==> src/rtl/sdram_ctl_pkg.sv <==
package sdram_ctl_pkg;

  localparam int REG_W        = 8;
  localparam int BIT_CKE_KEEP = 0;
  localparam int BIT_SR_REQ   = 1;
  localparam int BIT_INIT_LO  = 2;
  localparam int BIT_PWR      = 4;
  localparam int BIT_ACK      = 5;

  // {CS#, RAS#, CAS#, WE#}
  typedef enum logic [3:0] {
    CMD_MRS = 4'b0000,
    CMD_REF = 4'b0001,
    CMD_PRE = 4'b0010,
    CMD_NOP = 4'b0111
  } sdCmd_e;

  typedef enum logic [2:0] {
    ST_RUN,
    ST_ENT_REF,
    ST_ENT_ACK,
    ST_SLEEP,
    ST_EXIT
  } seqState_e;

  typedef struct packed {
    logic issueInit;
    logic issuePre;
    logic issueRef;
    logic ckeUp;
    logic ckeDown;
    logic ackUp;
    logic ackDown;
    logic exitLoad;
  } seqStrobe_t;

  typedef struct packed {
    logic srReq;
    logic ckeKeep;
    logic pendValid;
    logic ckeOn;
    logic idleReached;
    logic exitDone;
  } seqStatus_t;

  function automatic sdCmd_e initToCmd(input logic [1:0] code);
    case (code)
      2'b01:   return CMD_MRS;
      2'b10:   return CMD_PRE;
      default: return CMD_NOP;
    endcase
  endfunction

endpackage

==> src/rtl/sdram_ctl_dp.sv <==
module sdram_ctl_dp
  import sdram_ctl_pkg::*;
#(
  parameter int IDLE_CYC = 4,
  parameter int EXIT_CYC = 6
) (
  input  logic             clk,
  input  logic             rstN,
  input  logic             wrEn,
  input  logic [REG_W-1:0] wrData,
  input  logic             devIdle,
  input  seqStrobe_t       strobe,
  output seqStatus_t       status,
  output logic [3:0]       cmdOut,
  output logic             ckeOut,
  output logic             ackOut,
  output logic             pwrOut,
  output logic [REG_W-1:0] rdData
);

  localparam int IDLE_W = $clog2(IDLE_CYC + 1);
  localparam int EXIT_W = $clog2(EXIT_CYC + 1);
  localparam logic [IDLE_W-1:0] IDLE_LIM = IDLE_W'(IDLE_CYC);
  localparam logic [EXIT_W-1:0] EXIT_LIM = EXIT_W'(EXIT_CYC);

  logic              ckeKeepQ;
  logic              srReqQ;
  logic [1:0]        initQ;
  logic              pwrQ;
  logic              pendValidQ;
  logic [1:0]        pendCodeQ;
  logic [IDLE_W-1:0] idleCnt;
  logic [EXIT_W-1:0] exitCnt;
  sdCmd_e            cmdQ;
  logic              ckeQ;
  logic              ackQ;
  logic [1:0]        wrCode;
  logic              unusedHighBits;

  assign wrCode         = wrData[BIT_INIT_LO +: 2];
  assign unusedHighBits = ^wrData[REG_W-1:BIT_ACK];

  always_ff @(posedge clk or negedge rstN) begin
    if (!rstN) begin
      ckeKeepQ   <= 1'b0;
      srReqQ     <= 1'b1;
      initQ      <= 2'b00;
      pwrQ       <= 1'b0;
      pendValidQ <= 1'b0;
      pendCodeQ  <= 2'b00;
      idleCnt    <= '0;
      exitCnt    <= '0;
      cmdQ       <= CMD_NOP;
      ckeQ       <= 1'b0;
      ackQ       <= 1'b1;
    end else begin
      if (wrEn) begin
        ckeKeepQ <= wrData[BIT_CKE_KEEP];
        srReqQ   <= wrData[BIT_SR_REQ];
        initQ    <= wrCode;
        pwrQ     <= wrData[BIT_PWR];
      end

      if (wrEn && wrCode != 2'b00) begin
        pendValidQ <= 1'b1;
        pendCodeQ  <= wrCode;
      end else if (strobe.issueInit) begin
        pendValidQ <= 1'b0;
      end

      if (!devIdle)               idleCnt <= '0;
      else if (idleCnt != IDLE_LIM) idleCnt <= idleCnt + 1'b1;

      if (strobe.exitLoad)        exitCnt <= EXIT_LIM;
      else if (exitCnt != '0)     exitCnt <= exitCnt - 1'b1;

      if (strobe.issueInit)       cmdQ <= initToCmd(pendCodeQ);
      else if (strobe.issuePre)   cmdQ <= CMD_PRE;
      else if (strobe.issueRef)   cmdQ <= CMD_REF;
      else                        cmdQ <= CMD_NOP;

      if (strobe.ckeUp)           ckeQ <= 1'b1;
      else if (strobe.ckeDown)    ckeQ <= 1'b0;

      if (strobe.ackUp)           ackQ <= 1'b1;
      else if (strobe.ackDown)    ackQ <= 1'b0;
    end
  end

  always_comb begin
    status.srReq       = srReqQ;
    status.ckeKeep     = ckeKeepQ;
    status.pendValid   = pendValidQ;
    status.ckeOn       = ckeQ;
    status.idleReached = (idleCnt == IDLE_LIM);
    status.exitDone    = (exitCnt == '0);
  end

  always_comb begin
    rdData                    = '0;
    rdData[BIT_CKE_KEEP]      = ckeKeepQ;
    rdData[BIT_SR_REQ]        = srReqQ;
    rdData[BIT_INIT_LO +: 2]  = initQ;
    rdData[BIT_PWR]           = pwrQ;
    rdData[BIT_ACK]           = ackQ;
  end

  assign cmdOut = cmdQ;
  assign ckeOut = ckeQ;
  assign ackOut = ackQ;
  assign pwrOut = pwrQ;

endmodule

==> src/rtl/sdram_ctl_fsm.sv <==
module sdram_ctl_fsm
  import sdram_ctl_pkg::*;
(
  input  logic       clk,
  input  logic       rstN,
  input  logic       devIdle,
  input  seqStatus_t status,
  output seqStrobe_t strobe
);

  seqState_e stateQ, stateNext;

  always_ff @(posedge clk or negedge rstN) begin
    if (!rstN) stateQ <= ST_SLEEP;
    else       stateQ <= stateNext;
  end

  always_comb begin
    strobe    = '0;
    stateNext = stateQ;
    unique case (stateQ)
      ST_RUN: begin
        if (status.pendValid) begin
          if (status.ckeOn) strobe.issueInit = 1'b1;
          else              strobe.ckeUp     = 1'b1;
        end else if (status.srReq) begin
          if (status.ckeOn) begin
            strobe.issuePre = 1'b1;
            stateNext       = ST_ENT_REF;
          end else begin
            strobe.ckeUp = 1'b1;
          end
        end else if (status.ckeKeep || !devIdle) begin
          if (!status.ckeOn) strobe.ckeUp = 1'b1;
        end else if (status.idleReached && status.ckeOn) begin
          strobe.ckeDown = 1'b1;
        end
      end
      ST_ENT_REF: begin
        strobe.issueRef = 1'b1;
        strobe.ckeDown  = 1'b1;
        stateNext       = ST_ENT_ACK;
      end
      ST_ENT_ACK: begin
        strobe.ackUp = 1'b1;
        stateNext    = ST_SLEEP;
      end
      ST_SLEEP: begin
        if (!status.srReq) begin
          strobe.ckeUp    = 1'b1;
          strobe.exitLoad = 1'b1;
          stateNext       = ST_EXIT;
        end
      end
      ST_EXIT: begin
        if (status.exitDone) begin
          strobe.ackDown = 1'b1;
          stateNext      = ST_RUN;
        end
      end
      default: stateNext = ST_SLEEP;
    endcase
  end

endmodule

==> src/rtl/sdram_ctl_seq.sv <==
module sdram_ctl_seq
  import sdram_ctl_pkg::*;
#(
  parameter int IDLE_CYC = 4,
  parameter int EXIT_CYC = 6
) (
  input  logic       clk,
  input  logic       rstN,
  input  logic       wrEn,
  input  logic [7:0] wrData,
  input  logic       devIdle,
  output logic [7:0] rdData,
  output logic       sdCke,
  output logic       sdCsN,
  output logic       sdRasN,
  output logic       sdCasN,
  output logic       sdWeN,
  output logic       pwrPin,
  output logic       srAck
);

  seqStrobe_t strobe;
  seqStatus_t status;
  logic [3:0] cmdBus;

  sdram_ctl_fsm u_fsm (
    .clk     (clk),
    .rstN    (rstN),
    .devIdle (devIdle),
    .status  (status),
    .strobe  (strobe)
  );

  sdram_ctl_dp #(
    .IDLE_CYC (IDLE_CYC),
    .EXIT_CYC (EXIT_CYC)
  ) u_dp (
    .clk     (clk),
    .rstN    (rstN),
    .wrEn    (wrEn),
    .wrData  (wrData),
    .devIdle (devIdle),
    .strobe  (strobe),
    .status  (status),
    .cmdOut  (cmdBus),
    .ckeOut  (sdCke),
    .ackOut  (srAck),
    .pwrOut  (pwrPin),
    .rdData  (rdData)
  );

  assign {sdCsN, sdRasN, sdCasN, sdWeN} = cmdBus;

endmodule

==> config.mk <==
export PLATFORM = sky130hd
export DESIGN_NAME = sdram_ctl_seq
export DESIGN_NICKNAME = d
export VERILOG_FILES = /design/src/rtl/sdram_ctl_pkg.sv /design/src/rtl/sdram_ctl_dp.sv /design/src/rtl/sdram_ctl_fsm.sv /design/src/rtl/sdram_ctl_seq.sv
export SDC_FILE = /design/constraint.sdc
export NUM_CORES = 1
export LEC_CHECK = 0
export BUFFER_PORTS_ARGS = -buffer_cell sky130_fd_sc_hd__buf_2
export CAP_MARGIN = 20
export CORE_AREA = 2 2 47 49
export CTS_BUF_LIST = sky130_fd_sc_hd__clkbuf_4 sky130_fd_sc_hd__clkbuf_8
export DETAILED_ROUTE_END_ITERATION = 8
export DIE_AREA = 0 0 49 51
export MAX_ROUTING_LAYER = met4
export PLACE_DENSITY_LB_ADDON = 0.15
export SLEW_MARGIN = 20
export SYNTH_ARGS = -nofsm -noshare
export SYNTH_HDL_FRONTEND = slang
export SYNTH_SLANG_ARGS = --single-unit
==> constraint.sdc <==
create_clock -name clk -period 4.2 [get_ports clk]
set_input_delay 0 -clock clk [delete_from_list [all_inputs] [get_ports clk]]
set_output_delay 0 -clock clk [all_outputs]
set_load 0.05 [all_outputs]
==> flow_metrics.py <==
metrics = {
    "outcome": {
        "status": "finished clean",
    },
    "yosys": {
        "async_reset_ff_frac": 1.00,
        "synth_edf_count": 0,
        "syn_area_per_cell_um2": 10.2,
        "ys_seq_elements": 22,
        "yosysSeqAreaShare": 0.516,
        "ys_types": 33,
        "netlist_area_mm2": 0.00108,
        "synthCells": 106,
        "ys.warnings.count": 0,
        "ys.flop_type": "dfrtp_1",
    },
    "critical_path": {
        "cp.required_ns": 4.44,
        "startpoint_type": "register",
        "worstPathArrival_ns": 1.61,
        "crit_chain": "or4b_4 -> nor2_2 -> o22ai_1",
        "slowest_stage": "or4b_4",
        "crit_type": "reg2reg",
        "path_max_fanout": 9,
        "critPathMaxStageDelay_ns": 0.61,
        "worstSetupEndpointType": "register",
        "reg2reg_depth": 3,
    },
    "final_layout": {
        "n_fill_cell": 189,
        "drive_above_1_share": 0.298,
        "final_area_mm2": 0.00128,
        "layout_common_cells": "buf_2 (20), dfrtp_1 (15), nand2_1 (14)",
        "fin_cells": 159,
        "antenna_cells": 0,
        "nets": 149,
        "final_common_cell": "buf_2",
        "areaGrowthSynthToFinish_pct": 18.1,
    },
    "route": {
        "drt_iter0_markers": 3,
        "firstDrtPassIters": 3,
        "ant_nets": 0,
        "vias_per_cell": 4.74,
        "wl_per_cell_um": 12.0,
        "vias": 754,
        "drc": 0,
        "drt_wl_total_mm": 1.91,
    },
    "global_route": {
        "grt-busiest-layer": "met2",
        "grt_pass1_vias": 731,
        "grt_pass1_wl_mm": 3.14,
        "grt_use_total": 0.175,
        "grt_overflow": 0,
        "grt_use_met2": 0.313,
        "met1_usage": 0.198,
        "grt_max_degree": 23,
        "antenna_found_initial": 0,
        "gr-usage-met3": 0.0175,
    },
    "sta": {
        "rsz0062_at_grt": "no",
        "fin_setup_tns_ns": 0,
        "clock_skew_ns": 0.00599,
        "setup_viol": 0,
        "post-route-period-util": 0.328,
        "final_hold_viol_count": 0,
        "fin_crit_ns": 1.38,
        "max_freq_ghz": 0.727,
        "slew_viol_final": 0,
    },
    "floorplanning": {
        "ios": 27,
        "dieArea_mm2": 0.00250,
        "initial_utilization": 0.525,
        "rows": 17,
        "die_w_um": 49,
        "coreArea_mm2": 0.00206,
        "die-height_um": 51,
    },
    "place": {
        "place_area_mm2": 0.00115,
        "port_buffers": 20,
        "post-dp-hpwl_mm": 1.33,
        "place_inst": 146,
        "gp_congestion": 0.767,
    },
    "clock_network": {
        "clk_path_buf_depth": 2,
        "htreeDepth": 1,
        "post-cts-setup-buffer-count": 0,
        "clock_latency_ns": 0.30,
        "clk_pin_slew_ns": 0.12,
        "cts_root_buffer": "clkbuf_4",
        "cts_tree": "done",
        "cts.sinks": 22,
        "cts_resized": 0,
        "cts_buffers": 3,
    },
    "power_and_ir_drop": {
        "leakage_uw": 0.000613,
        "total_power_uw": 793,
        "cellPowerDensity_mw_per_mm2": 619,
        "peakVddDrop_v": 0.000428,
    },
    "min_path": {
        "hold_path_class": "in2async",
    },
    "run": {
        "drv_cap": 0,
    },
}
[power by group]
group          total (µW)  switching [µW]  internal, µW
Clock                 115            62.6          52.9
Combinational         328             210           118
Sequential            349            59.8           289
Total                 793             333           460
[synthesized netlist by cell type, types with 2 or more instances]
cell type | instances | area share
dfrtp_1 | 15 | 0.35
nand2_1 | 14 | 0.048
inv_1 | 11 | 0.038
nor2_1 | 9 | 0.031
buf_4 | 7 | 0.048
dfstp_2 | 7 | 0.17
o21ai_0 | 7 | 0.032
ha_1 | 5 | 0.058
mux2_2 | 3 | 0.031
a21oi_1 | 2 | 0.0092
a22oi_1 | 2 | 0.014
a31oi_1 | 2 | 0.012
xnor2_1 | 2 | 0.016
[worst max-delay path, delay by kind of cell (launching register included)]
kind	cells	cell delay, ns
flip-flops	1	0.49
AO/OA/AOI/OAI	1	0.08
AND/OR/NAND/NOR	2	0.75
[metal layers]
layer / vias to the layer above / routed length [µm] / share of wire
met4: 0 / 16 / 0.0084
met1: 345 / 862 / 0.45
met2: 17 / 981 / 0.51
met3: 2 / 48 / 0.025
li1: 390 / - / -
met5: - / 0 / 0
[logic make-up after synthesis]
| kind of cell | share of synthesized area |
|---|---|
| DFF | 0.516 |
| xor gates and xnor gates | 0.0162 |
| AOI/OAI and AO/OA | 0.110 |
| muxes | 0.0312 |
| other | 0.00346 |
| and+or+nand+nor | 0.161 |
| buffers and inverters | 0.105 |
| adders and majority gates | 0.0577 |
[registers in the layout, summed over array words and instances, names as in the netlist]
signal           flops
u_dp.initQ           2
u_dp.ckeKeepQ        1
u_dp.srReqQ          1
u_dp.pendValidQ      1
u_dp.idleCnt         3
u_dp.exitCnt         3
u_fsm.stateQ         3
u_dp.cmdOut          3
u_dp.ackOut          1
u_dp.pwrOut          1
u_dp.pendCodeQ       2
u_dp.ckeOut          1
[per-stage QoR]
step                      utilization  hold slack, ns  setup slack (ns)
after floorplan                     -          -0.296              2.73
after global placement          0.559         -0.0213              2.86
after detailed placement        0.559        -0.00331              2.83
after CTS                       0.620           0.180              2.83
after global routing            0.620           0.205              2.67
final                           0.620           0.173              2.82
[final cells by class]
cell class,instances,area (µm²),area share
Timing Repair Buffer,29,190,0.149
Inverter,11,41.3,0.0323
Tap cell,28,35.0,0.0274
Clock buffer,4,36.3,0.0283
Multi-Input combinational cell,65,418,0.326
Sequential cell,22,559,0.437
[timing repair]
action | 4_1_cts | 5_1_grt
hold endpoints to repair | 33 | 0
hold buffers | 9 | 0
endpoints found under the setup margin | 0 | 0
[final timing paths]
kind | start | end | slack, ns
min reg2reg | u_dp.pendCodeQ[1] | u_dp.pendCodeQ[1] | 0.50
max reg2reg | u_fsm.stateQ[2] | u_dp.cmdOut[2] | 2.82
min | rstN | u_dp.idleCnt[2] | 0.17
max in group asynchronous | rstN | u_dp.srReqQ | 3.66
min in group clk | wrData[0] | u_dp.ckeKeepQ | 0.47
max | u_fsm.stateQ[2] | u_dp.cmdOut[2] | 2.82
Power figures use the tool's default switching activity.
